## src/rtl/rst_seq_pkg.sv

```systemverilog
package rst_seq_pkg;
  typedef enum logic [3:0] {
    ST_RST  = 4'd0,
    ST_DMY0 = 4'd1,
    ST_DMY1 = 4'd2,
    ST_DMY2 = 4'd3,
    ST_STK0 = 4'd4,
    ST_STK1 = 4'd5,
    ST_STK2 = 4'd6,
    ST_VLO  = 4'd7,
    ST_VHI  = 4'd8,
    ST_OPF  = 4'd9,
    ST_IDLE = 4'd10
  } seq_st_e;
endpackage

```

## src/rtl/rst_seq_fsm.sv

```systemverilog
module rst_seq_fsm
  import rst_seq_pkg::*;
(
  input  logic    clk,
  input  logic    rst_n,
  input  logic    cyc_en,
  input  logic    rdy,
  input  logic    stk_write,
  output seq_st_e st,
  output logic    rd_cyc,
  output logic    hold,
  output logic    adv
);
  logic wr_mode;
  logic in_seq;
  logic in_stk;

  always_comb begin
    in_stk = (st == ST_STK0) || (st == ST_STK1) || (st == ST_STK2);
    in_seq = (st != ST_RST) && (st != ST_IDLE);
    rd_cyc = !(in_stk && wr_mode);
    hold   = in_seq && rd_cyc && !rdy;
    adv    = cyc_en && in_seq && !hold;
  end

  always_ff @(posedge clk or negedge rst_n) begin
    if (!rst_n) begin
      st      <= ST_RST;
      wr_mode <= 1'b0;
    end else if (st == ST_RST) begin
      if (cyc_en) begin
        st      <= ST_DMY0;
        wr_mode <= stk_write;
      end
    end else if (adv) begin
      st <= seq_st_e'(st + 4'd1);
    end
  end
endmodule

```

## src/rtl/rst_seq_dpath.sv

```systemverilog
module rst_seq_dpath
  import rst_seq_pkg::*;
#(
  parameter int DW = 8,
  parameter logic [DW-1:0] STK_PAGE = 8'h01,
  parameter logic [DW-1:0] SP_INIT = 8'h00,
  parameter logic [2*DW-1:0] VEC_ADDR = 16'hFFFC
) (
  input  logic            clk,
  input  logic            rst_n,
  input  seq_st_e         st,
  input  logic            adv,
  input  logic [DW-1:0]   rd_data,
  output logic [2*DW-1:0] addr,
  output logic [DW-1:0]   sp,
  output logic [2*DW-1:0] pc,
  output logic [DW-1:0]   opcode
);
  localparam int AW = 2 * DW;
  localparam logic [AW-1:0] VEC_HI = VEC_ADDR + AW'(1);

  logic [DW-1:0] vec_lo;

  always_ff @(posedge clk or negedge rst_n) begin
    if (!rst_n) begin
      sp     <= SP_INIT;
      pc     <= '0;
      vec_lo <= '0;
      opcode <= '0;
    end else if (adv) begin
      case (st)
        ST_STK0, ST_STK1, ST_STK2: sp <= sp - DW'(1);
        ST_VLO: vec_lo <= rd_data;
        ST_VHI: pc     <= {rd_data, vec_lo};
        ST_OPF: opcode <= rd_data;
        default: ;
      endcase
    end
  end

  always_comb begin
    case (st)
      ST_STK0, ST_STK1, ST_STK2: addr = {STK_PAGE, sp};
      ST_VLO:  addr = VEC_ADDR;
      ST_VHI:  addr = VEC_HI;
      default: addr = pc;
    endcase
  end
endmodule

```

## src/rtl/rst_seq_top.sv

```systemverilog
module rst_seq_top
  import rst_seq_pkg::*;
#(
  parameter int DW = 8,
  localparam int AW = 2 * DW
) (
  input  logic          clk,
  input  logic          rst_n,
  input  logic          cyc_en,
  input  logic          rdy,
  input  logic          stk_write,
  input  logic [DW-1:0] rd_data,
  output logic [AW-1:0] addr,
  output logic          rw,
  output logic          sync,
  output logic          stall,
  output logic [DW-1:0] sp,
  output logic [AW-1:0] pc,
  output logic [DW-1:0] opcode,
  output logic          fetch_done
);
  seq_st_e st;
  logic    rd_cyc;
  logic    hold;
  logic    adv;

  rst_seq_fsm u_fsm (
    .clk(clk), .rst_n(rst_n), .cyc_en(cyc_en), .rdy(rdy),
    .stk_write(stk_write), .st(st), .rd_cyc(rd_cyc), .hold(hold), .adv(adv)
  );

  rst_seq_dpath #(.DW(DW)) u_dp (
    .clk(clk), .rst_n(rst_n), .st(st), .adv(adv), .rd_data(rd_data),
    .addr(addr), .sp(sp), .pc(pc), .opcode(opcode)
  );

  assign rw         = rd_cyc;
  assign stall      = hold;
  assign sync       = (st == ST_DMY2) || (st == ST_OPF);
  assign fetch_done = (st == ST_IDLE);
endmodule

```

## config.mk

```make
export PLATFORM = sky130hd
export DESIGN_NAME = rst_seq_top
export DESIGN_NICKNAME = d
export VERILOG_FILES = /design/src/rtl/rst_seq_pkg.sv /design/src/rtl/rst_seq_fsm.sv /design/src/rtl/rst_seq_dpath.sv /design/src/rtl/rst_seq_top.sv
export SDC_FILE = /design/constraint.sdc
export NUM_CORES = 1
export LEC_CHECK = 0
export ABC_AREA = 1
export BUFFER_PORTS_ARGS = -buffer_cell sky130_fd_sc_hd__buf_2
export CAP_MARGIN = 20
export CORE_MARGIN = 2
export CORE_UTILIZATION = 45
export CTS_BUF_LIST = sky130_fd_sc_hd__clkbuf_16
export DETAILED_ROUTE_END_ITERATION = 10
export GPL_ROUTABILITY_DRIVEN = 0
export PLACE_DENSITY = 0.73
export SETUP_SLACK_MARGIN = 0.15
export SLEW_MARGIN = 5
export SYNTH_ARGS = -nofsm -noshare
export SYNTH_HDL_FRONTEND = slang
export SYNTH_HIERARCHICAL = 1
export SYNTH_SLANG_ARGS = --single-unit
export TNS_END_PERCENT = 5
```

## constraint.sdc

```tcl
create_clock -name clk -period 2.4 [get_ports clk]
set_clock_uncertainty 0.05 [all_clocks]
set_input_delay 0.12 -clock clk [delete_from_list [all_inputs] [get_ports clk]]
set_output_delay 0.12 -clock clk [all_outputs]
set_load 0.01 [all_outputs]
```

==> results.json, run 1 <==
{
  "fillers": 454,
  "cts_tree": "built",
  "num_rows": 26,
  "core_mm2": 0.00511,
  "ctsLongestPathBuffers": 2,
  "clock.fmax_mhz": 497,
  "rsz0062_at_grt": "false",
  "netlist_instances": 294,
  "routed_wl_um": 5420,
  "setup-tns-final_ns": 0,
  "clock_latency_ns": 0.28,
  "clk_pin_slew_ns": 0.06,
  "startpoint": "u_fsm/st[1]",
  "grt_max_degree": 46,
  "critPathLaunchType": "flop",
  "routedWlPerCell_um": 12.4,
  "fin_crit_ns": 2.01,
  "power_frac_comb": 0.468,
  "r2r_start": "u_fsm/st[1]",
  "arrival_ns": 2.11,
  "syn_area_mm2": 0.00238,
  "ant_nets": 0,
  "setup_viol": 0,
  "synth_xor_area_frac": 0.0110,
  "finalWorstSetupSlack_ns": 0.386,
  "r2r_setup_slack_ns": 0.39,
  "cts_buffers": 5,
  "maxSlewHeadroom": 0.719,
  "hold_violations": 0,
  "io_buffers": 64,
  "grt_pass1_vias": 2011,
  "antenna_found_initial": 0,
  "worst_slew_pin_slew_ns": 0.422,
  "finalCritPeriodShare": 0.839,
  "p_sw_mw": 1.62,
  "seqPwrFrac": 0.327,
  "grt_overflow": 0,
  "die_area_mm2": 0.00589,
  "num_antenna_cells": 0,
  "synthAdderAreaFrac": 0.0263,
  "drt-pass1-iter-count": 4,
  "io_pins": 65,
  "synth_compound_gate_area_share": 0.129,
  "p_leak_nw": 1.57,
  "clock-sinks": 45,
  "drive_gt1_frac": 0.294,
  "track_usage": 0.197,
  "synth_top_family_by_area": "simple AND/OR/NAND/NOR gates",
  "run_status": "finished, final reports clean",
  "avgSynthCellArea_um2": 8.10,
  "slew_viol_final": 0,
  "pre_cts_ws_ns": 0.253,
  "viasPerCell": 4.78,
  "syn_to_final_growth_pct": 26.0,
  "min_from": "rd_data[4]",
  "end_kind": "flop",
  "fp.dieH_um": 76.7,
  "start_util": 0.466,
  "vias": 2088,
  "dp_hpwl_um": 3830,
  "hold_path_class": "in2reg",
  "drt_iter0_drc": 132,
  "synthMuxAreaShare": 0,
  "cp_max_fo": 31,
  "power_switching_share": 0.420,
  "nNetsFinal": 384,
  "p_clk_frac": 0.205,
  "maxCapViolations": 0,
  "hold_ws_ns": 0.00512,
  "dieWidth_um": 76.7,
  "syn_nets": 312,
  "power_density_mw_per_mm2": 1290,
  "cts_max_level": 2,
  "synth_cell_types": 26,
  "p_int_mw": 2.25,
  "grt_pass1_wl_um": 9430,
  "worstSetupPathType": "reg2reg",
  "drc": 0,
  "ir_worst_vdd_mv": 0.718,
  "synth_seq_area_share": 0.473,
  "synthSimpleGateAreaFrac": 0.251,
  "ys_seq_elements": 45,
  "ys_warn_count": 6,
  "cts-root-buf": "clkbuf_16",
  "required_ns": 2.50
}
sequential cells by signal (all words and copies together) (netlist names):
name and cells:
u_dp/opcode 8, u_dp/pc 16, u_dp/sp 8, u_dp/vec_lo 8, u_fsm/st 4, u_fsm/wr_mode 1
cells in the final DEF, fill, tap and decap left out, drive strengths merged, types with 2 or more instances in the layout:
| cell | instances |
|---|---|
| o211ai | 7 |
| clkbuf | 5 |
| xor2 | 2 |
| nand2 | 91 |
| inv | 53 |
| dfrtp | 45 |
| buf | 71 |
| nor2 | 20 |
| dlygate4sd3 | 2 |
| nand3 | 16 |
| nand4 | 2 |
| ha | 5 |
| o21ai | 44 |
synthesized netlist by cell type (all sizes together):
master   n  area [um^2]
nor3     1         10.0
inv     51          191
nand2   91          367
nand3   16         97.6
xnor2    1         8.76
a21oi    1         5.00
ha       5         62.6
xor2     2         17.5
buf      8         68.8
o21ai   44          250
nor2    20          105
o211ai   7         52.6
nand4    2         18.8
dfrtp   45         1130
kinds of logic after synthesis:
family | count (synthesis)
xor gates and xnor gates | 3
DFF | 45
buffers and inverters | 59
and+or+nand+nor | 130
adders and majority gates | 5
AOI/OAI and AO/OA | 52
routing by layer:
layer  share of wire  vias to the layer above  GRT usage  wire (um)
met1            0.46                      962      0.275       2510
met3           0.052                        4     0.0435        282
li1                -                     1063          -          -
met4          0.0070                        0     0.0418         38
met2            0.48                       59      0.317       2590
met5               0                        -          0          0
worst paths after layout:
check	to	cells past startpoint
min in group asynchronous	u_dp/pc[13]	2
worst max-delay path	u_dp/pc[8]	12
max in group asynchronous	u_fsm/st[1]	3
worst min-delay path	u_dp/pc[12]	3
worst min register to register	u_dp/vec_lo[1]	2
worst max register to register	u_dp/pc[8]	12
metrics by stage:
stage | util | total power [mW] | instances | area [um^2]
after floorplan | - | 2.39 | 294 | 2380
after global placement | 0.544 | 3.02 | 426 | 2780
after detailed placement | 0.544 | 3.06 | 426 | 2780
after CTS | 0.582 | 3.89 | 436 | 2970
after global routing | 0.587 | 4.20 | 437 | 3000
final | 0.587 | 3.87 | 437 | 3000
worst max-delay path: stages (launching register included):
cell	delay [ns]
dfrtp_2	0.48
inv_1	0.10
ha_1	0.21
nor2_1	0.06
nand2_1	0.07
nand2_2	0.07
nand2_4	0.07
nand3_4	0.10
inv_2	0.13
inv_1	0.10
nor2_4	0.13
buf_12	0.18
o21ai_0	0.12
cell type report:
cell class	count	area [um^2]	share of cell area
Clock buffer	5	125	0.0417
Clock inverter	3	47.5	0.0158
Inverter	51	191	0.0638
Multi-Input combinational cell	190	1000	0.334
Sequential cell	45	1130	0.376
Tap cell	70	87.6	0.0292
Timing Repair Buffer	73	418	0.139
power groups by stage:
stage | clock [mW] | combinational (mW) | sequential (mW)
floorplan | 0 | 1.03 | 1.36
global placement | 0 | 1.75 | 1.27
detailed placement | 0 | 1.80 | 1.27
CTS | 0.816 | 1.81 | 1.26
global route | 0.843 | 2.05 | 1.31
finish | 0.795 | 1.81 | 1.27
timing repair:
| action | in CTS | in global routing |
|---|---|---|
| buffers inserted | 0 | 0 |
| hold endpoints to repair | 46 | 0 |
| endpoints found under the setup margin | 0 | 30 |
| gates resized for setup | 0 | 3 |
| hold buffers | 2 | 0 |
No activity file was read; power rests on OpenSTA's default activity.
==> run 2, diff against run 1 <==
--- a/config.mk
+++ b/config.mk
@@ -13,7 +13,7 @@
 export CTS_BUF_LIST = sky130_fd_sc_hd__clkbuf_16
 export DETAILED_ROUTE_END_ITERATION = 10
 export GPL_ROUTABILITY_DRIVEN = 0
-export PLACE_DENSITY = 0.73
+export PLACE_DENSITY = 0.76
 export SETUP_SLACK_MARGIN = 0.15
 export SLEW_MARGIN = 5
 export SYNTH_ARGS = -nofsm -noshare
==> constraint.sdc (replaced) <==
create_clock -name clk -period 1.7 [get_ports clk]
set_clock_uncertainty 0.05 [all_clocks]
set_input_delay 0.085 -clock clk [delete_from_list [all_inputs] [get_ports clk]]
set_output_delay 0.085 -clock clk [all_outputs]
set_load 0.01 [all_outputs]
==> run 2 against run 1 <==
  * The run now ends with negative setup slack left
  * Clock power up 33%
  * Critical endpoint is now addr[12]
  * Highest routed layer unchanged
  * Total power is 55% higher
  * Flip-flop and latch count stayed put
  * Die area unchanged
==> results.json, run 2 (same netlist as run 1, synthesis figures left out) <==
{
  "power_frac_comb": 0.525,
  "p_int_mw": 3.44,
  "core_mm2": 0.00511,
  "worst_slew_pin_slew_ns": 0.557,
  "routed_wl_um": 6140,
  "clock-sinks": 45,
  "hold_violations": 0,
  "p_leak_nw": 1.68,
  "start_util": 0.466,
  "io_pins": 65,
  "slew_viol_final": 0,
  "p_clk_frac": 0.177,
  "viasPerCell": 4.98,
  "drive_gt1_frac": 0.368,
  "crit_end": "addr[12]",
  "cts_buffers": 5,
  "routed.top_layer": "met4",
  "ant_nets": 0,
  "top_register": "u_dp/pc",
  "clk_pin_slew_ns": 0.06,
  "crit_buf_inv": 4,
  "fin_crit_ns": 1.77,
  "end_kind": "output port",
  "num_antenna_cells": 0,
  "setup_viol": 34,
  "maxSlewHeadroom": 0.629,
  "grt_max_degree": 46,
  "nNetsFinal": 403,
  "grt_pass1_vias": 2112,
  "dp_hpwl_um": 4090,
  "rr_endpoint": "u_dp/pc[8]",
  "drt_iter0_drc": 154,
  "clock_latency_ns": 0.28,
  "dieWidth_um": 76.7,
  "rsz0062_at_grt": "true",
  "p_sw_mw": 2.55,
  "io_buffers": 64,
  "critPathLaunchType": "flop",
  "seqPwrFrac": 0.298,
  "rr_worst_depth": 13,
  "grt_pass1_wl_um": 9930,
  "startpoint": "u_fsm/st[1]",
  "r2r_setup_slack_ns": -0.06,
  "worstSetupPathType": "reg2out",
  "required_ns": 1.56,
  "final_common_cell": "nand2_1",
  "power_switching_share": 0.426,
  "wl_met2_um": 3060,
  "crit_family": "buffers and inverters",
  "maxCapViolations": 0,
  "track_usage": 0.205,
  "hold_path_class": "in2reg",
  "fp.dieH_um": 76.7,
  "die_area_mm2": 0.00589,
  "routedWlPerCell_um": 13.5,
  "run_status": "finished with violations",
  "r2r_start": "u_fsm/st[1]",
  "clock.fmax_mhz": 566,
  "drc": 0,
  "vias": 2271,
  "final_cell_mix": "nand2_1 (80), buf_2 (64), inv_1 (42), dfrtp_1 (42), o21ai_1 (17)",
  "met1_length_um": 2670,
  "largest_reg_flops": 16,
  "antenna_found_initial": 0,
  "cp_slowest_stage_delay_ns": 0.44,
  "grt_overflow": 0,
  "crit_path_cell_trace": "buf_6, inv_8, nand2_2, nor2_2, nor2_2, buf_6, o21ai_0, buf_2",
  "num_rows": 26,
  "finalCritPeriodShare": 1.04,
  "cp_max_fo": 7,
  "violations": "negative setup slack",
  "finalWorstSetupSlack_ns": -0.0663,
  "wl_met3_um": 361,
  "cts_max_level": 2,
  "syn_to_final_growth_pct": 38.0,
  "power_density_mw_per_mm2": 1820,
  "cts_tree": "built",
  "worst-path-stages": 8,
  "cp_slowest_cell": "dfrtp_2",
  "ir_worst_vdd_mv": 0.814,
  "postLayoutCoreUtil": 0.643,
  "drt-pass1-iter-count": 4,
  "arrival_ns": 1.63,
  "cts-root-buf": "clkbuf_16",
  "power_mw": 5.99,
  "ctsLongestPathBuffers": 2
}
-- run 2: cell count changes in the layout (fill, tap and decap cells not counted), sizes merged --
cell | before | now
nand4 | 2 | 3
buf | 71 | 82
clkinv | 0 | 1
inv | 53 | 52
dlygate4sd3 | 2 | 8
nor2 | 20 | 21
-- run 2: power by group through the flow --
stage	Clock, mW	Sequential, mW	Combinational [mW]
finish	1.06	1.78	3.15
CTS	1.08	1.78	2.96
global route	1.13	1.85	3.46
detailed placement	0	1.80	2.70
global placement	0	1.79	2.63
floorplan	0	1.95	1.54
-- run 2: worst min-delay path by stage --
| stage | slack, ns | depth (start not counted) | to | startpoint |
|---|---|---|---|---|
| 2_1_floorplan | -0.26 | 0 | u_dp/opcode[0] | rst_n |
| 3_3_place_gp | 0.16 | 2 | u_dp/sp[1] | rst_n |
| 6_report | 0.006 | 3 | u_dp/pc[11] | rd_data[3] |
| 3_5_place_dp | 0.15 | 2 | u_dp/sp[2] | rst_n |
| 5_1_grt | 0.03 | 3 | u_dp/pc[8] | rd_data[0] |
| 4_1_cts | 0.003 | 3 | u_dp/pc[11] | rd_data[3] |
-- run 2: stage by stage --
step,setup slack (ns),hold slack [ns],cell area [um^2],cells,setup TNS (ns)
2_1_floorplan,-0.0545,-0.261,2450,294,-1.04
4_1_cts,-0.0402,0.00281,3210,452,-0.386
3_3_place_gp,0.0481,0.160,2860,430,0
6_report,-0.0663,0.00611,3290,456,-0.866
5_1_grt,-0.163,0.0331,3290,456,-5.23
3_5_place_dp,-0.00845,0.155,2860,430,-0.00845
-- run 2: per-layer routing --
layer | vias to the layer above | global-route usage
li1 | 1102 | -
met1 | 1082 | 0.277
met2 | 80 | 0.336
met3 | 7 | 0.0447
met4 | 0 | 0.0491
met5 | - | 0
-- run 2: worst reg2reg max path: stages, from the launching register on --
cell     delay [ns]
dfrtp_2        0.44
inv_2          0.09
ha_4           0.14
nor2_1         0.04
nand2_1        0.07
nand2_2        0.07
nand2_4        0.08
nand3_4        0.10
inv_8          0.09
inv_4          0.06
nor2_4         0.12
buf_4          0.19
nand2_1        0.06
o21ai_0        0.07
-- run 2: repair_timing --
| action | 4_1_cts | 5_1_grt |
|---|---|---|
| gates resized for setup | 19 | 16 |
| gates cloned | 0 | 2 |
| endpoints found under the hold margin | 52 | 0 |
| pin swaps | 8 | 6 |
| hold buffers | 8 | 0 |
| endpoints found under the setup margin | 57 | 62 |
| buffers inserted | 6 | 2 |
-- run 2: layout make-up --
type | instances | area [um^2]
clock buffer | 5 | 125
inverter | 51 | 211
multi-input combinational | 192 | 1110
clock inverter | 3 | 37.5
tap | 70 | 87.6
sequential | 45 | 1130
fill | 448 | 1820
timing repair buffer | 90 | 579
